### config.mk
export PLATFORM = sky130hd
export DESIGN_NAME = fcmd_decoder
export DESIGN_NICKNAME = d
export VERILOG_FILES = /design/src/rtl/fcmd_pkg.sv /design/src/rtl/fcmd_first.sv /design/src/rtl/fcmd_bufctr.sv /design/src/rtl/fcmd_fsm.sv /design/src/rtl/fcmd_decoder.sv
export SDC_FILE = /design/constraint.sdc
export NUM_CORES = 1
export LEC_CHECK = 0
export BUFFER_PORTS_ARGS = -buffer_cell sky130_fd_sc_hd__buf_2
export CAP_MARGIN = 10
export CORE_MARGIN = 3
export CORE_UTILIZATION = 61
export CTS_CLUSTER_DIAMETER = 150
export CTS_CLUSTER_SIZE = 24
export DETAILED_ROUTE_END_ITERATION = 7
export PLACE_DENSITY = 0.86
export SETUP_SLACK_MARGIN = 0.3
export SLEW_MARGIN = 0
export SYNTH_ARGS = -nofsm -noshare
export SYNTH_HDL_FRONTEND = slang
export SYNTH_SLANG_ARGS = --single-unit
export TNS_END_PERCENT = 1
### constraint.sdc
create_clock -name clk -period 4.6 [get_ports clk]
set_clock_uncertainty 0.05 [all_clocks]
set_input_delay 0.23 -clock clk [delete_from_list [all_inputs] [get_ports clk]]
set_output_delay 0.23 -clock clk [all_outputs]
set_load 0.01 [all_outputs]
### src/rtl/fcmd_pkg.sv
package fcmd_pkg;

  typedef enum logic [1:0] {
    RM_ARRAY  = 2'd0,
    RM_IDENT  = 2'd1,
    RM_STATUS = 2'd2,
    RM_QUERY  = 2'd3
  } rmode_e;

  typedef enum logic [3:0] {
    OP_NONE     = 4'd0,
    OP_ERASE    = 4'd1,
    OP_PROG     = 4'd2,
    OP_BUF_LOAD = 4'd3,
    OP_BUF_DONE = 4'd4,
    OP_PROTECT  = 4'd5,
    OP_UNPROT   = 4'd6,
    OP_PREG     = 4'd7,
    OP_SUSPEND  = 4'd8,
    OP_RESUME   = 4'd9,
    OP_CFG_PIN  = 4'd10
  } op_e;

  typedef enum logic [3:0] {
    FC_RD_ARRAY, FC_RD_IDENT, FC_RD_STATUS, FC_RD_QUERY,
    FC_CLEAR, FC_SUSPEND, FC_RESUME, FC_ERASE, FC_PROG,
    FC_BUFFER, FC_PROTECT, FC_PREG, FC_CFG, FC_BAD
  } first_e;

  typedef enum logic [3:0] {
    ST_IDLE, ST_ERASE_CF, ST_PROG_DATA, ST_BUF_CNT, ST_BUF_DATA,
    ST_BUF_CF, ST_PROT_2, ST_PREG_DATA, ST_CFG_CODE
  } state_e;

  localparam logic [7:0] CODE_CONFIRM = 8'hD0;
  localparam logic [7:0] CODE_PROT    = 8'h01;

  // a buffer word count is usable when it is non-zero and fits the buffer
  function automatic logic count_ok(input logic [7:0] n, input int depth);
    return (n != 8'd0) && (int'(n) <= depth);
  endfunction

  // true when both addresses fall in the same erase block
  function automatic logic same_block(input logic [31:0] a, input logic [31:0] b,
                                      input int lsb);
    return (a >> lsb) == (b >> lsb);
  endfunction

endpackage

### src/rtl/fcmd_first.sv
module fcmd_first
  import fcmd_pkg::*;
(
  input  logic [7:0] code,
  output first_e     kind
);
  always_comb begin
    case (code)
      8'hFF:        kind = FC_RD_ARRAY;
      8'h90:        kind = FC_RD_IDENT;
      8'h70:        kind = FC_RD_STATUS;
      8'h98:        kind = FC_RD_QUERY;
      8'h50:        kind = FC_CLEAR;
      8'hB0:        kind = FC_SUSPEND;
      8'hD0:        kind = FC_RESUME;
      8'h20:        kind = FC_ERASE;
      8'h40, 8'h10: kind = FC_PROG;
      8'hE8:        kind = FC_BUFFER;
      8'h60:        kind = FC_PROTECT;
      8'hC0:        kind = FC_PREG;
      8'hB8:        kind = FC_CFG;
      default:      kind = FC_BAD;
    endcase
  end
endmodule

### src/rtl/fcmd_bufctr.sv
module fcmd_bufctr #(
  parameter int BUF_DEPTH = 16,
  localparam int CW = $clog2(BUF_DEPTH + 1)
) (
  input  logic          clk,
  input  logic          rst_n,
  input  logic          load,
  input  logic [CW-1:0] load_val,
  input  logic          dec,
  output logic          last
);
  logic [CW-1:0] left_q;

  always_ff @(posedge clk or negedge rst_n) begin
    if (!rst_n)     left_q <= '0;
    else if (load)  left_q <= load_val;
    else if (dec)   left_q <= left_q - CW'(1);
  end

  assign last = (left_q == CW'(1));
endmodule

### src/rtl/fcmd_fsm.sv
module fcmd_fsm
  import fcmd_pkg::*;
#(
  parameter int AW        = 16,
  parameter int BLK_LSB   = 10,
  parameter int BUF_DEPTH = 16,
  localparam int CW = $clog2(BUF_DEPTH + 1)
) (
  input  logic          clk,
  input  logic          rst_n,
  input  logic          wr_en,
  input  logic [AW-1:0] wr_addr,
  input  logic [7:0]    wr_data,
  input  logic          arr_busy,
  input  first_e        first,
  input  logic          buf_last,
  output logic          buf_load,
  output logic [CW-1:0] buf_count,
  output logic          buf_dec,
  output rmode_e        mode,
  output logic          err,
  output logic          op_valid,
  output op_e           op_kind,
  output logic [AW-1:0] op_addr,
  output logic [7:0]    op_data,
  output logic          in_idle,
  output logic          abort_evt,
  output logic          ignore_evt
);
  state_e        state_q, nxt_state;
  rmode_e        mode_q, mode_val;
  logic          err_q, clr_err, mode_set;
  logic [AW-1:0] blk_q;
  logic          take, use_blk, accept;
  op_e           kind;
  logic          cnt_good, blk_match;

  assign in_idle   = (state_q == ST_IDLE);
  assign accept    = wr_en && (!arr_busy ||
                     (in_idle && (first == FC_RD_STATUS || first == FC_SUSPEND)));
  assign ignore_evt = wr_en && !accept;
  assign cnt_good  = count_ok(wr_data, BUF_DEPTH);
  assign blk_match = same_block(32'(wr_addr), 32'(blk_q), BLK_LSB);
  assign buf_count = wr_data[CW-1:0];

  always_comb begin
    nxt_state = state_q;
    take      = 1'b0;
    kind      = OP_NONE;
    abort_evt = 1'b0;
    mode_set  = 1'b0;
    mode_val  = mode_q;
    clr_err   = 1'b0;
    buf_load  = 1'b0;
    buf_dec   = 1'b0;
    use_blk   = 1'b0;
    if (accept) begin
      case (state_q)
        ST_IDLE: begin
          case (first)
            FC_RD_ARRAY:  begin mode_set = 1'b1; mode_val = RM_ARRAY;  end
            FC_RD_IDENT:  begin mode_set = 1'b1; mode_val = RM_IDENT;  end
            FC_RD_STATUS: begin mode_set = 1'b1; mode_val = RM_STATUS; end
            FC_RD_QUERY:  begin mode_set = 1'b1; mode_val = RM_QUERY;  end
            FC_CLEAR:     clr_err = 1'b1;
            FC_SUSPEND:   begin take = 1'b1; kind = OP_SUSPEND; end
            FC_RESUME:    begin take = 1'b1; kind = OP_RESUME;  end
            FC_ERASE:     nxt_state = ST_ERASE_CF;
            FC_PROG:      nxt_state = ST_PROG_DATA;
            FC_BUFFER:    nxt_state = ST_BUF_CNT;
            FC_PROTECT:   nxt_state = ST_PROT_2;
            FC_PREG:      nxt_state = ST_PREG_DATA;
            FC_CFG:       nxt_state = ST_CFG_CODE;
            default:      abort_evt = 1'b1;
          endcase
        end
        ST_ERASE_CF: begin
          nxt_state = ST_IDLE;
          if (wr_data == CODE_CONFIRM) begin take = 1'b1; kind = OP_ERASE; end
          else abort_evt = 1'b1;
        end
        ST_PROG_DATA: begin
          nxt_state = ST_IDLE;
          take = 1'b1; kind = OP_PROG;
        end
        ST_BUF_CNT: begin
          if (cnt_good && blk_match) begin
            buf_load  = 1'b1;
            nxt_state = ST_BUF_DATA;
          end else begin
            abort_evt = 1'b1;
            nxt_state = ST_IDLE;
          end
        end
        ST_BUF_DATA: begin
          take = 1'b1; kind = OP_BUF_LOAD;
          buf_dec = 1'b1;
          if (buf_last) nxt_state = ST_BUF_CF;
        end
        ST_BUF_CF: begin
          nxt_state = ST_IDLE;
          if (wr_data == CODE_CONFIRM) begin
            take = 1'b1; kind = OP_BUF_DONE; use_blk = 1'b1;
          end else abort_evt = 1'b1;
        end
        ST_PROT_2: begin
          nxt_state = ST_IDLE;
          if (wr_data == CODE_PROT)         begin take = 1'b1; kind = OP_PROTECT; end
          else if (wr_data == CODE_CONFIRM) begin take = 1'b1; kind = OP_UNPROT;  end
          else abort_evt = 1'b1;
        end
        ST_PREG_DATA: begin
          nxt_state = ST_IDLE;
          take = 1'b1; kind = OP_PREG;
        end
        ST_CFG_CODE: begin
          nxt_state = ST_IDLE;
          take = 1'b1; kind = OP_CFG_PIN;
        end
        default: nxt_state = ST_IDLE;
      endcase
      if (abort_evt) nxt_state = ST_IDLE;
      if (take && (kind inside {OP_ERASE, OP_PROG, OP_BUF_DONE, OP_PROTECT,
                                OP_UNPROT, OP_PREG})) begin
        mode_set = 1'b1;
        mode_val = RM_STATUS;
      end
    end
  end

  always_ff @(posedge clk or negedge rst_n) begin
    if (!rst_n) begin
      state_q  <= ST_IDLE;
      mode_q   <= RM_ARRAY;
      err_q    <= 1'b0;
      blk_q    <= '0;
      op_valid <= 1'b0;
      op_kind  <= OP_NONE;
      op_addr  <= '0;
      op_data  <= '0;
    end else begin
      state_q  <= nxt_state;
      op_valid <= take;
      if (take) begin
        op_kind <= kind;
        op_addr <= use_blk ? blk_q : wr_addr;
        op_data <= wr_data;
      end
      if (accept && in_idle && first == FC_BUFFER) blk_q <= wr_addr;
      if (abort_evt) begin
        err_q  <= 1'b1;
        mode_q <= RM_STATUS;
      end else begin
        if (clr_err)  err_q  <= 1'b0;
        if (mode_set) mode_q <= mode_val;
      end
    end
  end

  assign mode = mode_q;
  assign err  = err_q;
endmodule

### src/rtl/fcmd_decoder.sv
module fcmd_decoder
  import fcmd_pkg::*;
#(
  parameter int AW        = 16,
  parameter int BLK_LSB   = 10,
  parameter int BUF_DEPTH = 16
) (
  input  logic          clk,
  input  logic          rst_n,
  input  logic          wr_en,
  input  logic [AW-1:0] wr_addr,
  input  logic [7:0]    wr_data,
  input  logic          arr_busy,
  output logic [1:0]    rd_mode,
  output logic          seq_err,
  output logic          op_valid,
  output logic [3:0]    op_kind,
  output logic [AW-1:0] op_addr,
  output logic [7:0]    op_data
);
  localparam int CW = $clog2(BUF_DEPTH + 1);

  first_e        first;
  logic          buf_load, buf_dec, buf_last;
  logic [CW-1:0] buf_count;
  rmode_e        mode;
  op_e           kind;
  logic          in_idle, abort_evt, ignore_evt;

  fcmd_first u_first (.code(wr_data), .kind(first));

  fcmd_bufctr #(.BUF_DEPTH(BUF_DEPTH)) u_ctr (
    .clk(clk), .rst_n(rst_n), .load(buf_load), .load_val(buf_count),
    .dec(buf_dec), .last(buf_last)
  );

  fcmd_fsm #(.AW(AW), .BLK_LSB(BLK_LSB), .BUF_DEPTH(BUF_DEPTH)) u_fsm (
    .clk(clk), .rst_n(rst_n), .wr_en(wr_en), .wr_addr(wr_addr),
    .wr_data(wr_data), .arr_busy(arr_busy), .first(first),
    .buf_last(buf_last), .buf_load(buf_load), .buf_count(buf_count),
    .buf_dec(buf_dec), .mode(mode), .err(seq_err), .op_valid(op_valid),
    .op_kind(kind), .op_addr(op_addr), .op_data(op_data),
    .in_idle(in_idle), .abort_evt(abort_evt), .ignore_evt(ignore_evt)
  );

  assign rd_mode = mode;
  assign op_kind = kind;
endmodule

# [Word-level counts from Yosys, hierarchy flattened]
# Cells that the tools add are included.
[word_totals] regBits=57 in_bits=28 out_inout_bits=32
[op_classes] addsub=1 eq_ne=45 n_lt_le_gt_ge=1 muxes=52 reduce_logical=28
[ops] cell="== test 8 bit, second input constant" n=8
[ops] cell="case mux 4 bit (13 select lines)" n=1
[ops] cell="== test 4 x 3 -> 1 bit, second input constant" n=12
[ops] cell="== test 8 x 7 -> 1 bit, second input constant" n=4
[ops] cell="case mux 4 bit (8 select lines)" n=1
[ops] cell="2-to-1 mux 1 bit" n=28
[ops] cell="== test 4 bit, second input constant" n=6
[ops] cell="case mux 4 bit (6 select lines)" n=1
[ops] cell="== test 4 x 2 -> 1 bit, second input constant" n=5
[ops] cell="2-to-1 mux 4 bit" n=5
[ops] cell="2-to-1 mux 16 bit" n=1
[ops] cell="OR reduction 13 bit" n=1
[ops] cell="== test 4 x 1 -> 1 bit, second input constant" n=3
[ops] cell="case mux 4 bit (3 select lines)" n=1
[ops] cell="nonzero test 6 bit" n=2
[ops] cell="2-to-1 mux 2 bit" n=5
[ops] cell="2-to-1 mux 5 bit" n=2
[ops] cell="2-to-1 mux 3 bit" n=3
[ops] cell="== test 8 x 1 -> 1 bit, second input constant" n=1
[ops] cell="== test 8 x 5 -> 1 bit, second input constant" n=1
[ops] cell="== test 8 x 6 -> 1 bit, second input constant" n=1
[ops] cell="less-or-equal comparator 8 x 5 -> 1 bit, second input constant" n=1
[ops] cell="logical NOT 4 bit" n=2
[ops] cell="!= test 8 bit, second input constant" n=1
[ops] cell="other kinds (17)" n=31

# [Depth between registers and ports, before layout]
# Gate-level depths: netlist (run 1).
[depth] ltp_word=16 depth_mapped=10 mapped_depth_nobuf=6

# [Hierarchy]
# From an unflattened synthesis (run 1), not the netlist that was laid out.
[unflattened] cells_unflattened=307 hier_area_um2=3395.8
[by_module_without_submodules] mod="fcmd_fsm" cells_per_inst=234 area_each_um2=2792.7 seq_area_each_um2=1301.2 instances=1
[by_module_without_submodules] mod="fcmd_first" cells_per_inst=44 area_each_um2=302.8 seq_area_each_um2=0.0 instances=1
[by_module_without_submodules] mod="fcmd_bufctr" cells_per_inst=29 area_each_um2=300.3 seq_area_each_um2=125.1 instances=1

# [Worst setup path after synthesis (run 1)]
# OpenSTA, ideal clock, no wires.
[synth_timing] path_kind="input to register" start="input wr_data[2]" end="register u_fsm.op_addr[10]" stages=8 setup_slack_ns=2.001 arrival_time_ns=2.421 path_cell_list="or4_4 nor3_4 o221ai_1 a311o_1 a211oi_2 buf_4 buf_6 mux2_1"
[synth_lines] item="start, declared" line="fcmd_decoder.sv:12" text="input logic [7:0] wr_data,"
[synth_lines] item="== test 8 x 7 -> 1 bit / == test 8 x 5 -> 1 bit (equally long branches)" line="fcmd_first.sv:8" text="case (code)"
[synth_lines] item="OR reduction 2 bit" line="fcmd_first.sv:8"
[synth_lines] item="case mux 4 bit (13 select lines)" line="fcmd_first.sv:8"
[synth_lines] item="== test 4 x 3 -> 1 bit (tied with other cells)" line="fcmd_fsm.sv:60" text="case (first)"
[synth_lines] item="OR reduction 2 bit (no source line) / logical OR 1 bit (equally long branches)"
[synth_lines] item="2-to-1 mux 1 bit / logical AND 1 bit (equally long branches)" line="fcmd_fsm.sv:60, fcmd_fsm.sv:40"
[synth_lines] item="case mux 1 bit (4 select lines) / logical OR 1 bit (equally long branches)" line="fcmd_fsm.sv:58, fcmd_fsm.sv:39"
[synth_lines] item="2-to-1 mux 1 bit / logical AND 1 bit (equally long branches)" line="fcmd_fsm.sv:57, fcmd_fsm.sv:39"
[synth_lines] item="2-to-1 mux 1 bit (*)" line="fcmd_fsm.sv:57" text="if (accept) begin"
[synth_lines] item="via u_fsm.take" line="fcmd_fsm.sv:34" text="logic take, use_blk, accept;"
[synth_lines] item="end signal, assigned" line="fcmd_fsm.sv:146" text="op_addr <= use_blk ? blk_q : wr_addr;"
[synth_lines] item="end, declared" line="fcmd_fsm.sv:24" text="output logic [AW-1:0] op_addr,"
# Mark *: on every way through the listed nets, which the timed path passes. The rest lies on a longest branch. The select of a mux whose other input is x is not followed.
# A chain may end at the register's enable or synchronous reset.

# [Worst setup path after layout (run 1)]
[layout_timing] start="register u_fsm.state_q[1]" end="register u_fsm.op_addr[12]"
[layout_via] elab_chain_len=6
[layout_rtl] item="start, declared" line="fcmd_fsm.sv:30" text="state_e state_q, nxt_state;"
[layout_rtl] item="start signal, assigned" line="fcmd_fsm.sv:142" text="state_q <= nxt_state;"
[layout_rtl] item="parallel branches: the longest is 6 deep, another holds == test 4 x 2 -> 1 bit"
# Parallel ways; which one is timed is not known. The select of a mux whose other input is x is not followed.

==> impl_metrics.yaml, run 1 <==
outcome:
  status: "finished, final reports clean"
critical_path:
  cp.arrival_ns: 3.75
  crit_family: "compound AO/OA/AOI/OAI gates"
  rr_startpoint: "u_fsm.state_q[1]$_DFFE_PN0P_"
  r2r-end: "u_fsm.op_addr[12]$_DFFE_PN0P_"
  crit_start: "u_fsm.state_q[1]$_DFFE_PN0P_"
  endpoint_kind: "flop"
  cp.depth: 7
  path_max_fanout: 16
  cp_num_buf_inv: 1
  r2r_cells: 7
  crit_type: "reg2reg"
  crit_path_cell_trace: "nor2_1 -> nand2_1 -> o41ai_1 -> a31oi_1 -> a211oi_4 -> buf_4 -> mux2_2"
  slowest_stage: "a211oi_4"
  crit_path_max_incr_delay_ns: 0.73
  r2r_slack_ns: 1.03
  cp-start-kind: "flop"
  required_ns: 4.78
grt:
  grt_start_max_net_pins: 58
  grt_pass1_wl_um: 14700
  overflow: 0
  antenna_found_initial: 0
  grt_pass1_vias: 3008
  gr-usage-all-layers: 0.294
synth:
  synthArstFlopShare: 1.00
  synth-main-ff-cell: "dfrtp_1"
  syn-num-nets: 369
  yosysTopAreaCellShare: 0.410
  synth-seq-cells: 57
  synth_cell_types: 59
  yosysSeqAreaShare: 0.410
  yosysWarnings: 0
  synth-edff-count: 0
  synthTopCellsByArea: "dfrtp_1 (41%), mux2_2 (17%), mux2_1 (2.6%)"
  synthesis.area_um2: 3480
  avgSynthCellArea_um2: 10.3
  yosysTopAreaCell: "dfrtp_1"
  synthesis.instances: 339
hold_path:
  worstHoldEndpoint: "u_fsm.blk_q[3]$_DFFE_PN0P_"
  hp-start: "wr_addr[3]"
  hp-class: "in2reg"
  whs_path_depth: 2
drt:
  drt-pass1-iter-count: 5
  vias: 3013
  drc: 0
  avgViaCountPerCell: 6.47
  wl_per_cell_um: 18.6
  ant_nets: 0
  first_iter_violations: 314
  wl_um: 8680
power:
  internal_power_mw: 1.19
  seq_power_share: 0.411
  p_per_area_nw_per_um2: 461
  sw_frac_of_total: 0.355
  leakage_nw: 1.83
  p_clk_frac: 0.262
  ir_worst_vdd_uv: 385
  p_switching_mw: 0.655
  comb_power_share: 0.327
sta:
  fin_crit_ns: 3.57
  worstMarginPinSlew_ns: 0.821
  rsz0062_at_grt: "false"
  final-hold-violation-count: 0
  holdWs_ns: 0.0477
  period_share: 0.776
  tns_ns: 0
  max_freq_mhz: 280
  setup_viol: 0
  maxSlewHeadroom: 0.451
  slew_violations: 0
placed_design:
  gp_congestion: 0.988
  io_buffers: 59
  dp_hpwl_um: 6170
floorplanning:
  start_util: 0.656
  fp.dieW_um: 81.5
  core-area_um2: 5300
  die-height_um: 81.5
  dieArea_um2: 6650
  ioPinCount: 60
  row_count: 26
cts:
  cts_tree: "yes"
  cts-resized-gates: 0
  htreeDepth: 3
  postCtsSetupRepairBufs: 0
  clkLatencyLatePin_ns: 0.35
  cts.sinks: 57
  clockBufferDepth: 2
  cts_buffers: 9
  path_clk_slew_ns: 0.08
  root_buffer: "clkbuf_8"
  cts_hold_buffers: 1
job:
  cap_violations: 0
cells_and_area:
  area_growth_pct: 15.2
  num-fill-cells: 347
  drive_gt1_frac: 0.356
  num-nets-final: 421
  antennaDiodeCount: 0
==> how the worst max path moves through the flow <==
stage | slack [ns] | to
finish | 1.03 | u_fsm.op_addr[12]$_DFFE_PN0P_
global route | 0.83 | u_fsm.op_addr[4]$_DFFE_PN0P_
CTS | 1.13 | u_fsm.op_addr[12]$_DFFE_PN0P_
detailed placement | 1.07 | u_fsm.op_addr[12]$_DFFE_PN0P_
global placement | 1.13 | u_fsm.op_addr[2]$_DFFE_PN0P_
floorplan | 2.00 | u_fsm.op_addr[10]$_DFFE_PN0P_
==> synth_stat cells, types with 8 or more instances <==
cell and instances:
nor2_1 15, a21oi_1 10, nand3_1 10, clkbuf_1 15
mux2_2 53, nor3_1 9, nand2_1 20, inv_1 10
a31oi_1 9, o21ai_0 14, dfrtp_1 57, mux2_1 8
==> state kept, by name, summed over array words and instances (netlist names) <==
signal and flops:
u_fsm.blk_q 16, u_fsm.op_kind 4, u_ctr.left_q 5, u_fsm.op_addr 16, u_fsm.op_data 8, u_fsm.mode 2
u_fsm.op_valid 1, u_fsm.err 1, u_fsm.state_q 4
==> cell type report <==
type                    count  area, um2  area share
clock buffers               9        124      0.0309
clock inverters             7       78.8      0.0197
inverters                  10       37.5     0.00937
multi-input cells         250       1930       0.480
flip-flops and latches     57       1430       0.356
well taps                  70       87.6      0.0219
repair buffers             63        328      0.0818
==> routing by layer <==
| metal | up-vias | track usage | routed length (um) |
|---|---|---|---|
| met5 | - | 0 | 0 |
| met3 | 43 | 0.0921 | 723 |
| met1 | 1419 | 0.370 | 3530 |
| met2 | 167 | 0.450 | 4060 |
| li1 | 1384 | - | - |
| met4 | 0 | 0.164 | 364 |
==> power by group through the flow <==
| stage | clock, mW | combinational (mW) | sequential (mW) |
|---|---|---|---|
| finish | 0.484 | 0.604 | 0.758 |
| global route | 0.513 | 0.665 | 0.777 |
| CTS | 0.485 | 0.610 | 0.756 |
| detailed placement | 0 | 0.607 | 0.762 |
| global placement | 0 | 0.582 | 0.754 |
| floorplan | 0 | 0.325 | 0.798 |
==> kinds of logic after synthesis <==
family                     count (synthesis)  share of synthesized area
muxes                                     63                      0.203
buffers and inverters                     32                     0.0388
xor gates and xnor gates                   8                     0.0201
adders and majority gates                  2                    0.00719
and+or+nand+nor                           99                      0.163
DFF                                       57                      0.410
AOI/OAI and AO/OA                         78                      0.158
==> cell usage in the layout (no fill, tap or decap), types with 3 or more instances in the layout <==
master	synthesis	layout
buf_2	3	59
dfrtp_1	57	57
mux2_2	53	53
nand2_1	20	20
nor2_1	15	15
o21ai_0	14	14
inv_1	10	10
nand3_1	10	10
a21oi_1	10	10
nor3_1	9	9
a31oi_1	9	9
clkbuf_8	0	9
mux2_1	8	8
nor4_1	6	6
nor2b_1	6	6
a211oi_1	6	6
xor2_1	6	6
nand2b_1	5	5
or3_1	5	5
a31o_2	4	4
o22ai_1	4	4
nor4bb_1	3	3
nor3b_1	3	3
and2_1	3	3
a2bb2oi_1	3	3
o2111ai_1	3	3
clkinvlp_4	0	3
buf_4	1	3
==> metrics by stage <==
step / power (mW) / instance area, um2 / instances / setup WS (ns) / util
after floorplan: 1.12 / 3480 / 339 / 2.00 / -
after global placement: 1.34 / 3790 / 449 / 1.13 / 0.716
after detailed placement: 1.37 / 3790 / 449 / 1.07 / 0.716
after CTS: 1.85 / 4010 / 466 / 1.13 / 0.756
after global routing: 1.96 / 4010 / 466 / 0.829 / 0.756
final: 1.85 / 4010 / 466 / 1.03 / 0.756
(Power assumes the default switching activity.)
==> run 2: changes to the inputs <==
CORE_UTILIZATION = 56   (was 61)
PLACE_DENSITY = 0.8   (was 0.86)
clock period = 3.4 ns   (was 4.6 ns; I/O delays follow)
==> run 2 against run 1 <==
Worst setup slack worse by 0.49 ns. Total power up 31%. Wire length rose by 1.9%. Cell count rose by 1.9%. Worst hold slack worse by 0.022 ns. Register-to-register slack got worse by 0.49 ns. Die area increased by 8.3%. Count of clock-buffer cells in the layout is 2 higher. First-iteration DRC count decreased by 19%. Flip-flop and latch count did not move. Largest power group unchanged. Clock power up 15%.
==> impl_metrics.yaml, run 2 (same netlist as run 1, synthesis figures left out) <==
critical_path:
  slowest_stage: "nor3_1"
  cp-start-kind: "flop"
  crit_start: "u_fsm.state_q[3]$_DFFE_PN0P_"
  crit_type: "reg2reg"
  crit_path_cell_trace: "nor2_1 -> nand2_1 -> o41ai_1 -> a31oi_1 -> nor3_1 -> mux2_2"
  crit_path_max_incr_delay_ns: 0.64
  cp.arrival_ns: 3.04
  r2r_slack_ns: 0.54
  crit_family: "simple AND/OR/NAND/NOR gates"
  endpoint_kind: "flop"
  rr_startpoint: "u_fsm.state_q[3]$_DFFE_PN0P_"
  path_max_fanout: 14
  cp_num_buf_inv: 0
  required_ns: 3.58
sta:
  tns_ns: 0
  maxSlewHeadroom: 0.486
  period_share: 0.842
  worstMarginPinSlew_ns: 0.771
  rsz0062_at_grt: "false"
  setup_viol: 0
  max_freq_mhz: 349
  final-hold-violation-count: 0
  fin_crit_ns: 2.86
  slew_violations: 0
floorplanning:
  start_util: 0.584
  ioPinCount: 60
  fp.dieW_um: 84.8
  core-area_um2: 5960
  dieArea_um2: 7200
  row_count: 28
  die-height_um: 84.8
cells_and_area:
  antennaDiodeCount: 0
  finalNonFillerCells: 475
  num-nets-final: 425
  area_growth_pct: 15.8
  layout.cells.most_common: "buf_2"
  num-fill-cells: 476
  reg_top3: "u_fsm.blk_q x16, u_fsm.op_addr x16, u_fsm.op_data x8"
  drive_gt1_frac: 0.358
  utilization: 0.676
  mostFrequentLayoutCells: "buf_2 (59), dfrtp_1 (57), mux2_2 (53)"
drt:
  wl_um: 8840
  avgViaCountPerCell: 6.43
  wl_per_cell_um: 18.6
  first_iter_violations: 253
  drt-pass1-iter-count: 6
  drc: 0
  vias: 3055
  ant_nets: 0
grt:
  grt_util_met3: 0.0699
  grt_start_max_net_pins: 34
  gr-usage-all-layers: 0.259
  grt_pass1_wl_um: 14900
  antenna_found_initial: 0
  busiest_layer: "met2"
  grt_util_met2: 0.431
  grt_pass1_vias: 3009
  overflow: 0
  use_met1: 0.330
power:
  leakage_nw: 1.85
  ir_worst_vdd_uv: 417
  p_per_area_nw_per_um2: 599
placed_design:
  gp_congestion: 0.947
  dp_cells: 457
  io_buffers: 59
  dp_hpwl_um: 6190
hold_path:
  hp-start: "wr_addr[0]"
  hp-class: "in2reg"
cts:
  path_clk_slew_ns: 0.07
  cts_buffers: 9
  clkLatencyLatePin_ns: 0.34
  root_buffer: "clkbuf_8"
  postCtsSetupRepairBufs: 0
  cts.sinks: 57
  htreeDepth: 3
  cts_hold_buffers: 2
  clockBufferDepth: 2
  cts_tree: "yes"
  cts-resized-gates: 0
outcome:
  status: "finished, final reports clean"
job:
  cap_violations: 0
==> run 2: changes by cell type in the layout (fill, tap and decap cells not counted), sizes merged, moves of 2 or more <==
| cell | change |
|---|---|
| inv | -2 |
| buf | +3 |
| clkbuf | +2 |
| clkinv | +3 |
| clkinvlp | -2 |
==> run 2: where the power goes <==
| part | total (mW) | internal, mW | switching, mW |
|---|---|---|---|
| Sequential | 1.01 | 0.883 | 0.126 |
| Clock | 0.555 | 0.281 | 0.274 |
| Combinational | 0.849 | 0.397 | 0.452 |
| Total | 2.41 | 1.56 | 0.852 |
==> run 2: layer usage <==
metal  routed length, um  part of all wire
met5                   0                 0
met4                 234             0.026
met3                 760             0.086
met2                4280              0.48
met1                3560              0.40
==> run 2: worst reg2reg max path, delay by kind of cell (launching register included) <==
| kind | cells | cell delay [ns] |
|---|---|---|
| and+or+nand+nor | 3 | 1.05 |
| AOI/OAI and AO/OA | 2 | 0.69 |
| DFF | 1 | 0.53 |
| muxes | 1 | 0.41 |
==> run 2: layout make-up <==
cell class | instances | area [um2] | share of cell area
clock buffer | 11 | 141 | 0.0351
inverter | 10 | 37.5 | 0.00932
multi-input combinational | 250 | 1930 | 0.478
timing repair buffer | 67 | 373 | 0.0925
sequential | 57 | 1430 | 0.354
tap | 75 | 93.8 | 0.0233
clock inverter | 5 | 31.3 | 0.00776
==> run 2: path summary, 6_finish.rpt <==
path | endpoint | depth (start not counted)
worst max-delay path | u_fsm.state_q[3]$_DFFE_PN0P_ | 6
worst min-delay path | u_fsm.blk_q[0]$_DFFE_PN0P_ | 2
worst max register to register | u_fsm.state_q[3]$_DFFE_PN0P_ | 6
worst min register to register | u_fsm.op_addr[11]$_DFFE_PN0P_ | 1
max in group asynchronous | u_fsm.op_data[0]$_DFFE_PN0P_ | 3
min in group asynchronous | u_fsm.mode[0]$_DFFE_PN0P_ | 2
==> run 2: metrics by stage <==
step	area [um2]	setup WS (ns)	hold WS [ns]	power (mW)
3_3_place_gp	3840	0.492	0.223	1.82
3_5_place_dp	3840	0.454	0.239	1.86
6_report	4030	0.537	0.0261	2.41
5_1_grt	4030	0.342	0.0154	2.58
4_1_cts	4030	0.555	0.0113	2.43
2_1_floorplan	3480	0.861	-0.176	1.52
==> run 3: changes to the inputs <==
CORE_UTILIZATION = 51   (was 56)
PLACE_DENSITY = 0.76   (was 0.8)
clock period = 2.4 ns   (was 3.4 ns; I/O delays follow)
==> run 3 against run 2 <==
Utilization grew 3.3 points. Via count grew 3.3%. Critical path depth grew 2. Cell count is 13% higher. Total power grew 54%. Sequential power grew 43%. Sequential share of layout area is 4.4 points lower. Count of clock-buffer cells in the layout stayed put. Wire length increased by 5.7%.
==> impl_metrics.yaml, run 3 (same netlist as run 1, synthesis figures left out) <==
outcome:
  status: "finished, final reports clean"
cells_and_area:
  reg_top3: "u_fsm.blk_q x16, u_fsm.op_addr x16, u_fsm.op_data x8"
  multi_input_area_um2: 1980
  num-fill-cells: 500
  num-nets-final: 485
  drive_gt1_frac: 0.452
  seq_area_um2: 1430
  mostFrequentLayoutCells: "buf_2 (59), dfrtp_1 (55), buf_4 (54)"
  antennaDiodeCount: 0
  area_growth_pct: 32.5
  layout.cells.most_common: "buf_2"
floorplanning:
  dieArea_um2: 7850
  start_util: 0.536
  row_count: 29
  ioPinCount: 60
  fp.dieW_um: 88.6
  core-area_um2: 6490
  die-height_um: 88.6
drt:
  drt-pass1-iter-count: 4
  ant_nets: 0
  vias: 3156
  avgViaCountPerCell: 5.88
  wl_per_cell_um: 17.4
  drc: 0
  first_iter_violations: 229
  wl_um: 9350
placed_design:
  io_buffers: 59
  gp_congestion: 0.975
  pre_cts_slack_ns: -0.200
  dp_hpwl_um: 6980
grt:
  grt_start_max_net_pins: 58
  gr-usage-all-layers: 0.257
  grt_pass1_vias: 3253
  antenna_found_initial: 0
  grt_util_met2: 0.412
  grt_pass1_wl_um: 15500
  use_met1: 0.337
  busiest_layer: "met2"
  overflow: 0
  grt_util_met3: 0.0689
critical_path:
  required_ns: 2.57
  r2r_cells: 8
  r2r_slack_ns: 0.11
  path_max_fanout: 28
  cp.arrival_ns: 2.46
  endpoint_kind: "flop"
  cp-start-kind: "flop"
  crit_type: "reg2reg"
sta:
  tns_ns: 0
  rsz0062_at_grt: "true"
  final-hold-violation-count: 0
  fin_crit_ns: 2.29
  maxSlewHeadroom: 0.527
  worstMarginPinSlew_ns: 0.709
  setup_slack_ns: 0.106
  slew_violations: 0
  period_share: 0.956
  setup_viol: 0
  max_freq_mhz: 436
cts:
  cts_tree: "yes"
  root_buffer: "clkbuf_8"
  path_clk_slew_ns: 0.06
  clkLatencyLatePin_ns: 0.33
  htreeDepth: 3
  postCtsSetupRepairBufs: 0
  cts.sinks: 57
  cts_buffers: 9
  clockBufferDepth: 2
hold_path:
  hp-class: "in2reg"
  whs_path_depth: 2
power:
  sw_frac_of_total: 0.329
  seq_power_share: 0.388
  p_per_area_nw_per_um2: 804
  p_clk_frac: 0.238
  internal_power_mw: 2.48
  p_switching_mw: 1.22
  comb_power_share: 0.374
  ir_worst_vdd_uv: 685
  leakage_nw: 2.17
job:
  cap_violations: 0
run 3: metal layers:
layer,part of all wire,vias up
li1,-,1512
met2,0.50,99
met1,0.43,1533
met3,0.059,12
met5,0,-
met4,0.010,0
run 3: power groups by stage:
stage | sequential, mW | clock [mW] | combinational [mW]
after CTS | 1.44 | 0.896 | 1.39
after detailed placement | 1.45 | 0 | 1.36
after global routing | 1.48 | 0.941 | 1.52
after global placement | 1.43 | 0 | 1.33
final | 1.44 | 0.880 | 1.39
after floorplan | 1.53 | 0 | 0.682
run 3: cell type report:
| class | instances | share of cell area |
|---|---|---|
| Multi-Input combinational cell | 250 | 0.429 |
| Sequential cell | 57 | 0.310 |
| Timing Repair Buffer | 127 | 0.189 |
| Clock buffer | 11 | 0.0307 |
| Tap cell | 77 | 0.0209 |
| Clock inverter | 5 | 0.0119 |
| Inverter | 10 | 0.00814 |
run 3: per-stage QoR:
step / instance area [um2] / cells / total power, mW / utilization / hold WS (ns)
2_1_floorplan: 3520 / 339 / 2.21 / - / -0.226
3_3_place_gp: 4280 / 510 / 2.76 / 0.659 / 0.246
3_5_place_dp: 4280 / 510 / 2.81 / 0.659 / 0.255
4_1_cts: 4600 / 537 / 3.72 / 0.708 / 0.00745
5_1_grt: 4610 / 537 / 3.94 / 0.710 / 0.0125
6_report: 4610 / 537 / 3.70 / 0.710 / 0.0174
run 3: worst paths after layout:
check / start / end
min reg2reg: u_fsm.op_addr[9]$_DFFE_PN0P_ / u_fsm.op_addr[9]$_DFFE_PN0P_
max reg2reg: u_fsm.state_q[1]$_DFFE_PN0P_ / u_fsm.op_kind[0]$_DFFE_PN0P_
max in group asynchronous: rst_n / u_fsm.state_q[1]$_DFFE_PN0P_
max: u_fsm.state_q[1]$_DFFE_PN0P_ / u_fsm.op_kind[0]$_DFFE_PN0P_
min: wr_addr[12] / u_fsm.blk_q[12]$_DFFE_PN0P_
min in group asynchronous: rst_n / u_ctr.left_q[4]$_DFFE_PN0P_
run 3: critical path: stages (launching register included):
cell	delay [ns]
dfrtp_2	0.45
buf_4	0.15
buf_4	0.15
nand2_1	0.08
o221ai_1	0.11
a311o_1	0.33
a211oi_4	0.25
buf_12	0.23
mux2_2	0.36
run 3: what timing repair did:
action,CTS,global route
gates resized for setup,2,3
hold buffers,11,0
hold endpoints to repair,67,0
cloned,0,0
setup endpoints to repair,55,55
